## src/rtl/xcvr_pkg.sv

```systemverilog
package xcvr_pkg;

  // Control bundle for one direction of one copy.
  typedef struct packed {
    logic oe_n;  // output enable, active low
    logic le;    // latch open (transparent when 1)
    logic ck;    // load strobe, sampled on the system clock
    logic ce_n;  // strobe enable, active low
  } path_ctl_t;

  localparam int unsigned DIRS = 2;  // index 0: A to B, index 1: B to A

endpackage

```

## src/rtl/xcvr_edge.sv

```systemverilog
module xcvr_edge (
  input  logic clk,
  input  logic lvl,
  output logic rise
);

  logic lvl_q;

  // The previous sample is loaded on every edge, reset included, so a strobe
  // that is already high when reset ends does not look like a fresh edge.
  always_ff @(posedge clk) begin
    lvl_q <= lvl;
  end

  assign rise = lvl & ~lvl_q;

endmodule

```

## src/rtl/xcvr_store.sv

```systemverilog
module xcvr_store
  import xcvr_pkg::*;
#(
  parameter int unsigned W = 18
) (
  input  logic             clk,
  input  logic             rst,
  input  path_ctl_t        ctl,
  input  logic [W-1:0]     din,
  output logic [W-1:0]     dout,
  output logic [W-1:0]     drv
);

  logic         rise;
  logic         take;
  logic [W-1:0] held;

  xcvr_edge u_edge (
    .clk  (clk),
    .lvl  (ctl.ck),
    .rise (rise)
  );

  // An open latch loads on every edge and overrides the strobe gating.
  assign take = ctl.le | (~ctl.ce_n & rise);

  always_ff @(posedge clk) begin
    if (rst) begin
      held <= '0;
    end else if (take) begin
      held <= din;
    end
  end

  assign dout = ctl.le ? din : held;
  assign drv  = {W{~ctl.oe_n}};

  // reset leaves storage at zero
  a_r9_reset_clears : assert property (@(posedge clk) disable iff (rst)
    $past(rst) |-> held == '0);

  // qualified strobe edge loads the input
  a_r3_edge_loads : assert property (@(posedge clk) disable iff (rst)
    (!$past(rst) && $past(!ctl.le && !ctl.ce_n && rise)) |-> held == $past(din));

  // disabled strobe leaves storage unchanged
  a_r4_inhibit_holds : assert property (@(posedge clk) disable iff (rst)
    (!$past(rst) && $past(!ctl.le && ctl.ce_n)) |-> $stable(held));

  // no edge while closed keeps the value
  a_r5_steady_holds : assert property (@(posedge clk) disable iff (rst)
    (!$past(rst) && $past(!ctl.le && !rise)) |-> $stable(held));

  // open latch tracks input, so it closes on the last value passed
  a_r6_open_tracks : assert property (@(posedge clk) disable iff (rst)
    (!$past(rst) && $past(ctl.le)) |-> held == $past(din));

endmodule

```

## src/rtl/xcvr_channel.sv

```systemverilog
module xcvr_channel
  import xcvr_pkg::*;
#(
  parameter int unsigned W = 18
) (
  input  logic             clk,
  input  logic             rst,
  input  path_ctl_t        ab_ctl,
  input  path_ctl_t        ba_ctl,
  input  logic [W-1:0]     a_in,
  input  logic [W-1:0]     b_in,
  output logic [W-1:0]     a_out,
  output logic [W-1:0]     a_drv,
  output logic [W-1:0]     b_out,
  output logic [W-1:0]     b_drv
);

  path_ctl_t    ctl  [DIRS];
  logic [W-1:0] src  [DIRS];
  logic [W-1:0] dst  [DIRS];
  logic [W-1:0] den  [DIRS];

  assign ctl[0] = ab_ctl;
  assign ctl[1] = ba_ctl;
  assign src[0] = a_in;
  assign src[1] = b_in;

  for (genvar d = 0; d < DIRS; d++) begin : g_dir
    xcvr_store #(.W(W)) u_store (
      .clk  (clk),
      .rst  (rst),
      .ctl  (ctl[d]),
      .din  (src[d]),
      .dout (dst[d]),
      .drv  (den[d])
    );

    // a high output enable releases the destination side
    a_r1_release : assert property (@(posedge clk) disable iff (rst)
      ctl[d].oe_n |-> den[d] == '0);

    // an open latch passes the input straight through
    a_r2_transparent : assert property (@(posedge clk) disable iff (rst)
      ctl[d].le |-> dst[d] == src[d]);
  end

  assign b_out = dst[0];
  assign b_drv = den[0];
  assign a_out = dst[1];
  assign a_drv = den[1];

endmodule

```

## src/rtl/dual_latreg_xcvr.sv

```systemverilog
module dual_latreg_xcvr
  import xcvr_pkg::*;
#(
  parameter int unsigned W  = 18,
  parameter int unsigned NC = 2,
  localparam int unsigned BW = W * NC
) (
  input  logic          clk,
  input  logic          rst,
  input  logic [BW-1:0] a_in,
  output logic [BW-1:0] a_out,
  output logic [BW-1:0] a_drv,
  input  logic [BW-1:0] b_in,
  output logic [BW-1:0] b_out,
  output logic [BW-1:0] b_drv,
  input  logic [NC-1:0] ab_oe_n,
  input  logic [NC-1:0] ab_le,
  input  logic [NC-1:0] ab_ck,
  input  logic [NC-1:0] ab_ce_n,
  input  logic [NC-1:0] ba_oe_n,
  input  logic [NC-1:0] ba_le,
  input  logic [NC-1:0] ba_ck,
  input  logic [NC-1:0] ba_ce_n
);

  for (genvar c = 0; c < NC; c++) begin : g_copy
    path_ctl_t ab_ctl;
    path_ctl_t ba_ctl;

    assign ab_ctl = '{oe_n: ab_oe_n[c], le: ab_le[c], ck: ab_ck[c], ce_n: ab_ce_n[c]};
    assign ba_ctl = '{oe_n: ba_oe_n[c], le: ba_le[c], ck: ba_ck[c], ce_n: ba_ce_n[c]};

    xcvr_channel #(.W(W)) u_chan (
      .clk    (clk),
      .rst    (rst),
      .ab_ctl (ab_ctl),
      .ba_ctl (ba_ctl),
      .a_in   (a_in[c*W +: W]),
      .b_in   (b_in[c*W +: W]),
      .a_out  (a_out[c*W +: W]),
      .a_drv  (a_drv[c*W +: W]),
      .b_out  (b_out[c*W +: W]),
      .b_drv  (b_drv[c*W +: W])
    );
  end

endmodule

```

## config.mk

```make
export PLATFORM = sky130hd
export DESIGN_NAME = dual_latreg_xcvr
export DESIGN_NICKNAME = d
export VERILOG_FILES = /design/src/rtl/xcvr_pkg.sv /design/src/rtl/xcvr_edge.sv /design/src/rtl/xcvr_store.sv /design/src/rtl/xcvr_channel.sv /design/src/rtl/dual_latreg_xcvr.sv
export SDC_FILE = /design/constraint.sdc
export NUM_CORES = 1
export LEC_CHECK = 0
export CAP_MARGIN = 25
export CORE_UTILIZATION = 60
export CTS_BUF_LIST = sky130_fd_sc_hd__clkbuf_4 sky130_fd_sc_hd__clkbuf_8
export DETAILED_ROUTE_END_ITERATION = 10
export DONT_BUFFER_PORTS = 1
export PLACE_DENSITY = 0.8
export SETUP_SLACK_MARGIN = 0.15
export SYNTH_ARGS = -nofsm -noshare
export SYNTH_HDL_FRONTEND = slang
export SYNTH_SLANG_ARGS = --single-unit
```

## constraint.sdc

```tcl
create_clock -name clk -period 1.1 [get_ports clk]
set_input_delay 0.165 -clock clk [delete_from_list [all_inputs] [get_ports clk]]
set_output_delay 0.165 -clock clk [all_outputs]
set_load 0.05 [all_outputs]
```

==> impl_metrics.tcl, run 1 <==
set metrics [dict create \
    async_flop_share_pct 0 \
    synth_fp_nets 566 \
    share_of_synthesized_cell_area_in_full_adder_half_adder_and_majority_cells_pct 0 \
    placement.cell_area_um2 4687 \
    setup_total_negative_slack_ns -7.244 \
    antenna_cells 0 \
    synth-xor-area-share_pct 0 \
    yosys_most_used_dff "sky130_fd_sc_hd__dfxtp_1" \
    timing.final.setup_violations 90 \
    finalHoldViolCount 1 \
    floorplan.initialDensity_pct 62.26 \
    max_slew.worst_pin.slew_ns 0.2735 \
    vdd_drop_max_mv 0.7010 \
    share_of_the_synthesized_area_in_the_top_cell_type_pct 31.63 \
    timing.critical_path.to_type "primary output" \
    leakage_nw 2.742 \
    yosys.area_share.simple_pct 19.04 \
    clock_tree_from_tritoncts "done" \
    synth_top_cell_by_area "sky130_fd_sc_hd__dfxtp_1" \
    post_synth_inst_count 476 \
    area.growth.synth_to_final_pct 31.29 \
    synth_seq_area_share_pct 31.63 \
    grt_pass1_wl_mm 17.59 \
    post_synthesis_cell_area_um2 4811 \
    floorplan.die.width_um 91.55 \
    worstSetupStartpoint "g_copy[1].u_chan.g_dir[1].u_store.held[16]$_SDFFE_PP0P_" \
    synth_top_family_by_area "multiplexers" \
    clkLatencyLatePin_ns 0.35 \
    power.density_nw_per_um2 1274 \
    yosys.cell_types.count 12 \
    cell_by_cell_trace_of_the_critical_path "mux2_4" \
    post-route-period-util_pct 110.1 \
    final_period_minus_worst_setup_slack_ns 1.211 \
    tritoncts_num_sinks 76 \
    post_synth.cell_area_avg_um2 10.11 \
    crit_arrival_ns 1.05 \
    post_route_insts_no_fill 621 \
    synth.top_cells.by_count "sky130_fd_sc_hd__nand2b_1, sky130_fd_sc_hd__dfxtp_1, sky130_fd_sc_hd__buf_4, sky130_fd_sc_hd__mux2_2, sky130_fd_sc_hd__mux2i_1" \
    viasPerCell 5.346 \
    coreArea_um2 7727 \
    stdcell_area_um2 6316 \
    routedWlPerCell_um 19.47 \
    number_of_antenna_violations_at_the_first_check_in_global_routing 0 \
    yosys_register_bits 76 \
    ctsLongestPathBuffers 2 \
    drt_first_pass_iters 4 \
    synth_most_common_cell "sky130_fd_sc_hd__nand2b_1" \
    worstSetupPathType "flop to primary output" \
    crit_family "multiplexers" \
    critPathRequiredTime_ns 0.94 \
    grt_pass1_vias 3632 \
    hold_slack_ns -0.004494 \
    placementRows 32 \
    max_cap_violations 0 \
    track_usage_pct 26.75 \
    clkSlewWorstSetupHoldPaths_ns 0.08 \
    rsz0062_at_grt "yes" \
    synth-compound-area-share_pct 0.7282 \
    cts_root_buffer "sky130_fd_sc_hd__clkbuf_8" \
    relSlewSlack_pct 81.73 \
    timing.critical_path.slowest_cell_delay_ns 0.36 \
    io-pin-count 234 \
    number_of_enable_type_register_cells_in_the_synthesized_netlist 0 \
    setup_slack_after_layout_ns -0.1113 \
    synthTopCellsByArea "sky130_fd_sc_hd__dfxtp_1, sky130_fd_sc_hd__nand2b_1, sky130_fd_sc_hd__mux2_2" \
    worst_setup_path_endpoint "a_out[34]" \
    first_iter_violations 92 \
    hold_path_class "input port to flop" \
    h-tree-depth 3 \
    globalRoute.totalOverflow 0 \
    regToRegStartpoint "g_copy[1].u_chan.g_dir[0].u_store.u_edge.lvl_q$_DFF_P_" \
    drive_gt1_share_pct 40.08 \
    dr_total_vias 3320 \
    die_height_um 91.55 \
    slew_violations 0 \
    timing.critical_path.depth 1 \
    floorplan.die_area_um2 8380 \
    antenna_violating_nets_left 0 \
    finalClockSkew_ns 0.01658 \
    io_buffer_count 0 \
    timing.hold.worst_path_depth 2 \
    synth-warning-count 0 \
    routed_wirelength_mm 12.09 \
    share_of_cell_area_taken_by_muxes_after_synthesis_pct 31.83 \
    grt_start_max_net_pins 145 \
    design.final.nets 605 \
    failed_checks "negative hold slack, negative setup slack" \
    gp_congestion 0.7141 \
    reg2reg_depth 6 \
    drcViolationCount 0 \
    slowest_stage_cell_on_the_critical_path "sky130_fd_sc_hd__mux2_4" \
    numCtsBuffers 9 \
    dp.final_hpwl_mm 5.864 \
    cp-start-kind "flop" \
    timing.critical_path.fanout_max 2 \
    reg2reg_to "g_copy[1].u_chan.g_dir[0].u_store.held[3]$_SDFFE_PP0P_" \
    critical_path_buf_inv_count 0 \
    maximum_clock_frequency_ghz 0.8256 \
    dp.cells 497 \
    run_status "finished with violations" \
    rrSetupSlack_ns -0.07 \
]
## worst min-delay path by stage
stage	start	to	slack, ns
CTS	rst	g_copy[0].u_chan.g_dir[1].u_store.held[10]$_SDFFE_PP0P_	-0.02
finish	rst	g_copy[0].u_chan.g_dir[0].u_store.held[10]$_SDFFE_PP0P_	-0.004
global placement	ab_ck[1]	g_copy[1].u_chan.g_dir[0].u_store.u_edge.lvl_q$_DFF_P_	0.19
detailed placement	ab_ck[1]	g_copy[1].u_chan.g_dir[0].u_store.u_edge.lvl_q$_DFF_P_	0.19
floorplan	ab_ck[0]	g_copy[0].u_chan.g_dir[0].u_store.u_edge.lvl_q$_DFF_P_	0.19
global route	rst	g_copy[0].u_chan.g_dir[1].u_store.held[10]$_SDFFE_PP0P_	-0.01
## layout make-up
type                    count  area [µm²]
well taps                 102       127.6
repair buffers            128        1593
clock buffers              11       151.4
clock inverters             4       25.02
multi-input cells         296        2799
flip-flops and latches     76        1590
fillers                   378        1411
inverters                   4       30.03
## registers in the layout, indices dropped and copies added, names as in the netlist
name                                      cells
g_copy.u_chan.g_dir.u_store.held             72
g_copy.u_chan.g_dir.u_store.u_edge.lvl_q      4
## power breakdown
group | total (mW) | internal [mW] | leakage [nW] | switching (mW)
sequential | 3.08 | 2.97 | 0.647 | 0.114
clock | 1.99 | 0.924 | 0.0872 | 1.07
combinational | 2.97 | 1.15 | 2.01 | 1.82
total | 8.04 | 5.05 | 2.74 | 3.00
## per-stage QoR
step / setup WS, ns / utilization (%) / power, mW
after floorplan: 0.08818 / - / 5.587
after global placement: 0.1530 / 60.65 / 5.442
after detailed placement: 0.09477 / 60.65 / 5.479
after CTS: -0.1145 / 78.50 / 7.883
after global routing: -0.1395 / 81.74 / 8.274
final: -0.1113 / 81.74 / 8.044
## routing by layer
metal	up-vias	wire, µm	global-route usage (%)
met5	-	0	0
met4	0	335	12.96
met3	31	798	7.286
met2	125	6410	49.56
met1	1592	4547	27.50
li1	1572	-	-
## cell usage in the layout, fill, tap and decap left out, types with 2 or more instances in the layout
cell type,n
sky130_fd_sc_hd__buf_16,12
sky130_fd_sc_hd__clkinv_2,2
sky130_fd_sc_hd__mux2i_1,68
sky130_fd_sc_hd__a21oi_2,2
sky130_fd_sc_hd__a21oi_4,2
sky130_fd_sc_hd__nand2b_1,144
sky130_fd_sc_hd__clkinvlp_4,6
sky130_fd_sc_hd__clkbuf_8,11
sky130_fd_sc_hd__mux2_4,72
sky130_fd_sc_hd__buf_12,11
sky130_fd_sc_hd__nor2_2,3
sky130_fd_sc_hd__dlygate4sd3_1,77
sky130_fd_sc_hd__dfxtp_1,21
sky130_fd_sc_hd__clkbuf_16,2
sky130_fd_sc_hd__buf_4,19
sky130_fd_sc_hd__mux2i_2,3
sky130_fd_sc_hd__dfxtp_2,55
sky130_fd_sc_hd__buf_6,7
## cells by family (layout without fill, tap and decap cells)
kind of cell,Yosys count,count (layout)
multiplexers,144,144
buffers and inverters,104,147
flip-flops,76,76
AND/OR/NAND/NOR,148,148
AO/OA/AOI/OAI,4,4
## timing repair
item | 4_1_cts | 5_1_grt
buffers inserted | 11 | 11
gates cloned | 7 | 3
endpoints found under the hold margin | 75 | 4
hold buffers | 75 | 2
gates resized for setup | 62 | 48
pin swaps | 0 | 1
setup endpoints to repair | 144 | 144
Power figures use the tool's default switching activity.
==> run 2, diff against run 1 <==
--- a/config.mk
+++ b/config.mk
@@ -6,8 +6,11 @@
 export NUM_CORES = 1
 export LEC_CHECK = 0
 export CAP_MARGIN = 25
-export CORE_UTILIZATION = 60
+export CELL_PAD_IN_SITES_DETAIL_PLACEMENT = 0
+export CELL_PAD_IN_SITES_GLOBAL_PLACEMENT = 1
+export CORE_UTILIZATION = 44
 export CTS_BUF_LIST = sky130_fd_sc_hd__clkbuf_4 sky130_fd_sc_hd__clkbuf_8
+export CTS_CLUSTER_DIAMETER = 150
 export DETAILED_ROUTE_END_ITERATION = 10
 export DONT_BUFFER_PORTS = 1
 export PLACE_DENSITY = 0.8
==> impl_metrics.tcl, run 2 (synthesis results as in run 1) <==
set metrics [dict create \
    area.growth.synth_to_final_pct 27.52 \
    max_flop_register "g_copy.u_chan.g_dir.u_store.held" \
    floorplan.die.width_um 106.6 \
    placement.cell_area_um2 4712 \
    crit_arrival_ns 1.03 \
    worst_setup_path_endpoint "b_out[32]" \
    rsz0062_at_grt "yes" \
    clock_tree_from_tritoncts "done" \
    finalClockSkew_ns 0.008001 \
    critical_path_buf_inv_count 0 \
    cts_root_buffer "sky130_fd_sc_hd__clkbuf_8" \
    wl_met2_mm 5.153 \
    regToRegStartpoint "g_copy[0].u_chan.g_dir[0].u_store.u_edge.lvl_q$_DFF_P_" \
    grt_start_max_net_pins 145 \
    numCtsBuffers 9 \
    hold_path_class "input port to flop" \
    slowest_stage_cell_on_the_critical_path "sky130_fd_sc_hd__mux2_4" \
    post-route-period-util_pct 108.3 \
    rrSetupSlack_ns -0.08 \
    track_usage_pct 18.03 \
    globalRoute.totalOverflow 0 \
    setup_total_negative_slack_ns -6.044 \
    timing.critical_path.slowest_cell_delay_ns 0.35 \
    gp_congestion 0.6910 \
    route.layer.met1.wl_mm 4.206 \
    hold_slack_ns 0.02552 \
    grt_pass1_vias 3399 \
    floorplan.die_area_um2 11360 \
    timing.critical_path.fanout_max 2 \
    leakage_nw 2.637 \
    setup_slack_after_layout_ns -0.09079 \
    worstSetupPathType "flop to primary output" \
    layout_top_registers "g_copy.u_chan.g_dir.u_store.held: 72 flops, g_copy.u_chan.g_dir.u_store.u_edge.lvl_q: 4 flops" \
    reg2reg_to "g_copy[0].u_chan.g_dir[0].u_store.held[8]$_SDFFE_PP0P_" \
    io-pin-count 234 \
    viasPerCell 5.043 \
    clkSlewWorstSetupHoldPaths_ns 0.08 \
    vdd_drop_max_mv 0.6192 \
    h-tree-depth 3 \
    die_height_um 106.6 \
    run_status "finished with violations" \
    ctsLongestPathBuffers 2 \
    max_slew.worst_pin.slew_ns 0.1900 \
    maximum_clock_frequency_ghz 0.8398 \
    timing.final.setup_violations 82 \
    tritoncts_num_sinks 76 \
    first_iter_violations 134 \
    mostFrequentLayoutCells "sky130_fd_sc_hd__nand2b_1, sky130_fd_sc_hd__dlygate4sd3_1, sky130_fd_sc_hd__mux2_4, sky130_fd_sc_hd__mux2i_1, sky130_fd_sc_hd__dfxtp_2" \
    drive_gt1_share_pct 37.07 \
    coreArea_um2 10460 \
    final_period_minus_worst_setup_slack_ns 1.191 \
    slew_violations 0 \
    timing.critical_path.depth 1 \
    io_buffer_count 0 \
    drt_first_pass_iters 4 \
    dr_total_vias 3202 \
    antenna_cells 0 \
    highest_metal_layer_used_by_the_detailed_router "met4" \
    total_of_hold_buffers_inserted_after_clock_tree_synthesis 76 \
    dr_wl_met3_um 683 \
    grt_pass1_wl_mm 16.33 \
    finalHoldViolCount 0 \
    stdcell_area_um2 6135 \
    antenna_violating_nets_left 0 \
    critPathRequiredTime_ns 0.94 \
    cp-start-kind "flop" \
    crit_family "multiplexers" \
    floorplan.initialDensity_pct 45.98 \
    clkLatencyLatePin_ns 0.34 \
    drcViolationCount 0 \
    cell_by_cell_trace_of_the_critical_path "mux2_4" \
    max_cap_violations 0 \
    power.density_nw_per_um2 1310 \
    number_of_antenna_violations_at_the_first_check_in_global_routing 0 \
    worstSetupStartpoint "g_copy[1].u_chan.g_dir[0].u_store.held[14]$_SDFFE_PP0P_" \
    routedWlPerCell_um 16.05 \
    placementRows 37 \
    multi_input_area_um2 2770 \
    dp_worst_setup_slack_ns 0.06520 \
    dp.final_hpwl_mm 6.072 \
    reg2reg_depth 6 \
    ff_latch_area_um2 1592 \
    timing.critical_path.to_type "primary output" \
    mostFrequentLayoutCell "sky130_fd_sc_hd__nand2b_1" \
    largest_reg_flops 72 \
    design.final.nets 586 \
    relSlewSlack_pct 87.34 \
    fillers 829 \
    failed_checks "negative setup slack" \
    routed_wirelength_mm 10.19 \
]
run 2: changes by cell type in the layout (fill, tap and decap cells not counted), sizes merged:
cell	previous run	this run
dlygate4sd3	77	76
bufinv	0	1
clkinv	2	1
clkinvlp	6	4
buf	49	32
run 2: cell type report:
cell class,instances,area share (%)
repair buffers,109,22.48
multi-input cells,296,45.16
clock buffers,12,2.590
clock inverters,2,0.5711
inverters,4,0.4895
flip-flops and latches,76,25.94
well taps,136,2.774
run 2: worst min-delay path by stage:
stage | slack [ns] | to | cells after the start | startpoint
6_report | 0.03 | g_copy[1].u_chan.g_dir[1].u_store.held[4]$_SDFFE_PP0P_ | 2 | rst
5_1_grt | -0.03 | g_copy[1].u_chan.g_dir[1].u_store.held[9]$_SDFFE_PP0P_ | 2 | rst
4_1_cts | -0.02 | g_copy[1].u_chan.g_dir[1].u_store.held[15]$_SDFFE_PP0P_ | 2 | rst
3_5_place_dp | 0.19 | g_copy[0].u_chan.g_dir[0].u_store.u_edge.lvl_q$_DFF_P_ | 0 | ab_ck[0]
3_3_place_gp | 0.19 | g_copy[0].u_chan.g_dir[0].u_store.u_edge.lvl_q$_DFF_P_ | 0 | ab_ck[0]
2_1_floorplan | 0.19 | g_copy[0].u_chan.g_dir[0].u_store.u_edge.lvl_q$_DFF_P_ | 0 | ab_ck[0]
run 2: power by group:
group          leakage, nW  switching [mW]  internal, mW  total [mW]
Sequential           0.648           0.106          2.97        3.07
Clock                0.102           0.981          1.17        2.15
Combinational         1.89            1.75          1.06        2.81
run 2: per-layer routing:
metal	global-route usage [%]	vias up
met5	0	-
met3	5.518	15
met2	31.29	107
li1	-	1529
met4	7.045	0
met1	20.53	1551
run 2: worst reg2reg max path, stage by stage, from the launching register on:
cell and delay, ns:
sky130_fd_sc_hd__dfxtp_2 0.33, sky130_fd_sc_hd__nor2_2 0.03, sky130_fd_sc_hd__a21oi_2 0.20, sky130_fd_sc_hd__buf_6 0.15
sky130_fd_sc_hd__buf_12 0.10, sky130_fd_sc_hd__buf_12 0.11, sky130_fd_sc_hd__mux2i_1 0.19
run 2: metrics by stage:
stage / cells / power [mW] / util [%]
after CTS: 629 / 8.069 / 57.27
after global placement: 528 / 5.446 / 45.04
final: 635 / 8.035 / 58.63
after detailed placement: 528 / 5.479 / 45.04
after global routing: 635 / 8.403 / 58.63
after floorplan: 476 / 5.587 / -
run 2: what timing repair did:
action,in CTS,in global routing
resized for setup,48,53
gates cloned,5,1
hold endpoints to repair,76,26
pin swaps,0,2
setup buffers,6,5
endpoints found under the setup margin,144,144
